`config.mk`:
```
export PLATFORM = sky130hd
export DESIGN_NAME = clock_set_keys
export DESIGN_NICKNAME = d
export VERILOG_FILES = /design/src/rtl/clock_set_keys.sv
export SDC_FILE = /design/constraint.sdc
export NUM_CORES = 1
export LEC_CHECK = 0
export BUFFER_PORTS_ARGS = -buffer_cell sky130_fd_sc_hd__buf_2
export CORE_MARGIN = 1.5
export CORE_UTILIZATION = 55
export DETAILED_ROUTE_END_ITERATION = 10
export GPL_TIMING_DRIVEN = 0
export HOLD_SLACK_MARGIN = 0.05
export PLACE_DENSITY = 0.78
export SETUP_SLACK_MARGIN = 0.3
export SLEW_MARGIN = 20
export SYNTH_ARGS = -nofsm -noshare
export SYNTH_HDL_FRONTEND = slang
export SYNTH_SLANG_ARGS = --single-unit
```
`constraint.sdc`:
```
create_clock -name clk -period 2.82 [get_ports clk]
set_clock_uncertainty 0.15 [all_clocks]
set_input_delay 0.141 -clock clk [delete_from_list [all_inputs] [get_ports clk]]
set_output_delay 0.141 -clock clk [all_outputs]
set_load 0.02 [all_outputs]
```
`src/rtl/clock_set_keys.sv`:
```
module clock_set_keys #(
  parameter int DEB_DEPTH = 2
) (
  input  logic       clk,
  input  logic       rst,
  input  logic       tick_1hz,
  input  logic       tick_8hz,
  input  logic       tick_scan,
  input  logic       key_sec,
  input  logic       key_min,
  input  logic       key_hr,
  output logic [2:0] adj_step,
  output logic [7:0] sec_bcd,
  output logic [7:0] min_bcd,
  output logic [7:0] hr_bcd
);
  localparam int NK = 3;

  logic [NK-1:0] raw, held, held_q, armed;
  logic [DEB_DEPTH-1:0] samp [NK];
  logic [7:0] sec_r, min_r, hr_r;
  logic run, sec_wrap, min_wrap;

  assign raw = {key_hr, key_min, key_sec};

  function automatic logic [7:0] bump(input logic [7:0] v, input logic [3:0] tmax, input logic [3:0] umax);
    if (v == {tmax, umax})   bump = 8'h00;
    else if (v[3:0] == 4'd9) bump = {v[7:4] + 4'd1, 4'd0};
    else                     bump = {v[7:4], v[3:0] + 4'd1};
  endfunction

  for (genvar i = 0; i < NK; i++) begin : g_key
    always_ff @(posedge clk) begin
      if (rst) begin
        samp[i]   <= '0;
        held[i]   <= 1'b0;
        held_q[i] <= 1'b0;
        armed[i]  <= 1'b0;
      end else begin
        if (tick_scan) samp[i] <= {samp[i][DEB_DEPTH-2:0], raw[i]};
        if (&samp[i])       held[i] <= 1'b1;
        else if (~|samp[i]) held[i] <= 1'b0;
        held_q[i] <= held[i];
        if (held[i] && !held_q[i])   armed[i] <= 1'b0;
        else if (held[i] && tick_8hz) armed[i] <= 1'b1;
      end
    end
    assign adj_step[i] = held[i] && (!held_q[i] || (tick_8hz && armed[i]));
  end

  assign run      = tick_1hz && !(|held);
  assign sec_wrap = sec_r == 8'h59;
  assign min_wrap = min_r == 8'h59;

  always_ff @(posedge clk) begin
    if (rst) begin
      sec_r <= 8'h00;
      min_r <= 8'h00;
      hr_r  <= 8'h00;
    end else begin
      if (adj_step[0] || run) sec_r <= bump(sec_r, 4'd5, 4'd9);
      if (adj_step[1] || (run && sec_wrap)) min_r <= bump(min_r, 4'd5, 4'd9);
      if (adj_step[2] || (run && sec_wrap && min_wrap)) hr_r <= bump(hr_r, 4'd2, 4'd3);
    end
  end

  assign sec_bcd = sec_r;
  assign min_bcd = min_r;
  assign hr_bcd  = hr_r;
endmodule

```
==> run_results.csv <==
group,metric,value,unit
run_status,status,"finished clean",
power,ir_drop,0.323,mV
global_route,grt_util_all_layers,0.242,
route,route.detailed.drc,0,
timing,finalMaxSlewViolations,0,
yosys,syn_nets,248,
route,dr.pass1.iters,4,
timing,rsz0062_at_grt,"no",
global_route,grt_max_degree,13,
yosys,ys_seq_elements,39,
clock_tree,insertion_delay,0.30,ns
finish,fill_cells,325,
timing,period_share,0.796,
timing,fin_tns_setup,0,ns
clock_tree,h-tree-depth,2,
yosys,synth_common_cells,"dfxtp_1, a21oi_1, ha_1",
finish,fin_nets,292,
clock_tree,ctsHoldBuffers,3,
timing,fin_ws,0.574,ns
yosys,synthCells,225,
floorplan,die_h,64.6,µm
power,powerDensity,435,mW/mm²
route,dr_total_vias,1834,
yosys,ys_types,44,
worst_setup_path,slowest_stage,"or4b_1",
timing,fin_crit,2.25,ns
clock_tree,clk_pin_slew_worst_paths,0.08,ns
worst_setup_path,crit_type,"reg -> reg",
place,dp_cells,307,
clock_tree,cts_root_buf,"clkbuf_8",
worst_setup_path,r2r_slack,0.57,ns
min_path,min_path_type,"in -> reg",
timing,worstMarginPinSlew,0.540,ns
yosys,syn_area,0.00209,mm²
finish,drive_gt1_frac,0.200,
min_path,hold_end,"armed[1]",
yosys,ys_warn_count,0,
worst_setup_path,crit_chain,"ha_1, and3b_1, clkbuf_1, a22oi_1, or4b_1, a21oi_1",
worst_setup_path,cp.arrival,2.32,ns
yosys,yosysTopAreaCell,"dfxtp_1",
route,viasPerCell,5.77,
yosys,ys_top_cells_by_area,"dfxtp_1, ha_1, edfxtp_1",
global_route,grt_pass1_wl,7.83,mm
floorplan,start_util,0.570,
route,ant_nets,0,
yosys,synth_area_per_cell,9.28,µm²
yosys,synthMostInstantiatedCell,"dfxtp_1",
power,p_leak,0.00103,µW
global_route,antenna_found_initial,0,
timing,finalHoldViolations,0,
worst_setup_path,crit_path_start_kind,"flop",
yosys,synth_edf_count,6,
min_path,hold_depth,3,
timing,holdWs,0.0650,ns
clock_tree,cts_resized,0,
worst_setup_path,r2r_cells,6,
clock_tree,cts_buffer_depth,2,
clock_tree,cts_sinks,39,
yosys,synth_flop_cell,"dfxtp_1",
timing,max_slew_margin,0.640,
clock_tree,cts_setup_buffers,0,
worst_setup_path,slowest_delay,0.50,ns
finish,area_delta_synth_final,16.5,%
route,wl,4.58,mm
yosys,synth-seq-area-share,0.403,
place,place_ws,0.620,ns
worst_setup_path,cp-end-kind,"flop",
route,drt-initial-drc-count,118,
floorplan,rows,22,
min_path,worstHoldStart,"tick_8hz",
clock_tree,cts_buffers,5,
finish,diodes,0,
place,place.gp.congestion,0.830,
yosys,netlist.area_leader.share,0.316,
place,io_buffers,34,
worst_setup_path,regToRegEndpoint,"hr_bcd[0]",
floorplan,die_x,64.6,µm
finish,finalNonFillerCells,318,
timing,setup_viol,0,
global_route,grt_pass1_vias,1736,
worst_setup_path,worstReg2RegStart,"min_bcd[4]",
clock_tree,cts_tree,"done",
place,dp_hpwl,3.24,mm
yosys,ys_async_sr_fraction,0,
route,wire_per_inst,14.4,µm
worst_setup_path,crit_fanout,9,
floorplan,die_area,0.00418,mm²
floorplan,core_area,0.00366,mm²
floorplan,ios,35,
global_route,grt-ovfl-total,0,
timing,timing.fmax,0.445,GHz
worst_setup_path,critPathRequiredTime,2.90,ns
flow_run,drv_cap,0,
logic make-up (layout without fill, tap and decap cells):
| logic type | count (synthesis) | in the layout | share of synthesized area |
|---|---|---|---|
| buffers and inverters | 24 | 69 | 0.0503 |
| AOI/OAI and AO/OA | 56 | 56 | 0.183 |
| muxes | 8 | 8 | 0.0401 |
| adders and majority gates | 15 | 15 | 0.0899 |
| DFF | 39 | 39 | 0.403 |
| xor gates and xnor gates | 1 | 1 | 0.00419 |
| and+or+nand+nor | 82 | 82 | 0.229 |
sequential cells by signal, indices dropped and copies added (netlist names):
signal   count
hr_bcd       8
min_bcd      8
sec_bcd      8
samp         6
armed        3
held         3
held_q       3
per-stage QoR:
stage / power, µW / util / instance area [µm²]
2_1_floorplan: 663 / - / 2090
3_3_place_gp: 691 / 0.633 / 2320
3_5_place_dp: 694 / 0.633 / 2320
4_1_cts: 1070 / 0.665 / 2430
5_1_grt: 1110 / 0.665 / 2430
6_report: 1060 / 0.665 / 2430
layer usage:
metal,wire length (µm),GRT usage,part of all wire
met1,2210,0.317,0.48
met3,184,0.0642,0.040
met4,63,0.0851,0.014
met2,2130,0.385,0.46
met5,0,0,0
worst max-delay path by stage:
stage / from / endpoint / slack (ns) / cells after the start
after global placement: min_bcd[0] / min_bcd[6] / 0.66 / 7
after CTS: min_bcd[4] / hr_bcd[0] / 0.59 / 6
final: min_bcd[4] / hr_bcd[0] / 0.57 / 6
after floorplan: sec_bcd[5] / min_bcd[7] / 0.72 / 8
after detailed placement: min_bcd[4] / hr_bcd[0] / 0.62 / 6
after global routing: min_bcd[0] / min_bcd[6] / 0.35 / 7
where the power goes:
group | internal, µW | leakage [µW] | switching, µW
registers | 579 | 0.000332 | 12.4
clock network | 173 | 0.0000412 | 201
logic | 37.7 | 0.000659 | 55.6
total | 789 | 0.00103 | 269
worst max-delay path: cells and delay by family, from the launching register on:
kind            cells  cell delay (ns)
fa+ha+maj           1             0.20
flops               1             0.43
buf+inv             1             0.38
simple gates        2             0.66
compound gates      2             0.35
area by class of cell:
class | instances | area (µm²) | area share
clock buffers | 6 | 72.6 | 0.0298
well taps | 48 | 60.1 | 0.0247
repair buffers | 37 | 200 | 0.0823
clock inverters | 2 | 12.5 | 0.00514
flip-flops and latches | 39 | 841 | 0.346
multi-input cells | 162 | 1140 | 0.469
inverters | 13 | 48.8 | 0.0201
plain buffers | 11 | 56.3 | 0.0231
placed cells by master (no fill, tap or decap), drive strengths merged, types with 2 or more instances in the layout:
| cell type | Yosys | routed |
|---|---|---|
| nand2 | 9 | 9 |
| or4 | 2 | 2 |
| mux2 | 3 | 3 |
| and3 | 4 | 4 |
| nand3 | 12 | 12 |
| mux2i | 5 | 5 |
| o41ai | 4 | 4 |
| and3b | 5 | 5 |
| nor3 | 7 | 7 |
| a21bo | 3 | 3 |
| a21oi | 15 | 15 |
| buf | 3 | 37 |
| o22ai | 2 | 2 |
| clkbuf | 8 | 14 |
| dfxtp | 33 | 33 |
| o21ai | 12 | 12 |
| or3 | 5 | 5 |
| a31oi | 3 | 3 |
| dlygate4sd3 | 0 | 3 |
| nand3b | 2 | 2 |
| clkinv | 1 | 2 |
| o211ai | 5 | 5 |
| nor2b | 10 | 10 |
| nor2 | 11 | 11 |
| ha | 15 | 15 |
| o311ai | 3 | 3 |
| edfxtp | 6 | 6 |
| nand4 | 3 | 3 |
| a211oi | 4 | 4 |
| inv | 12 | 12 |
| and2 | 7 | 7 |
No activity file was read; power rests on OpenSTA's default activity.
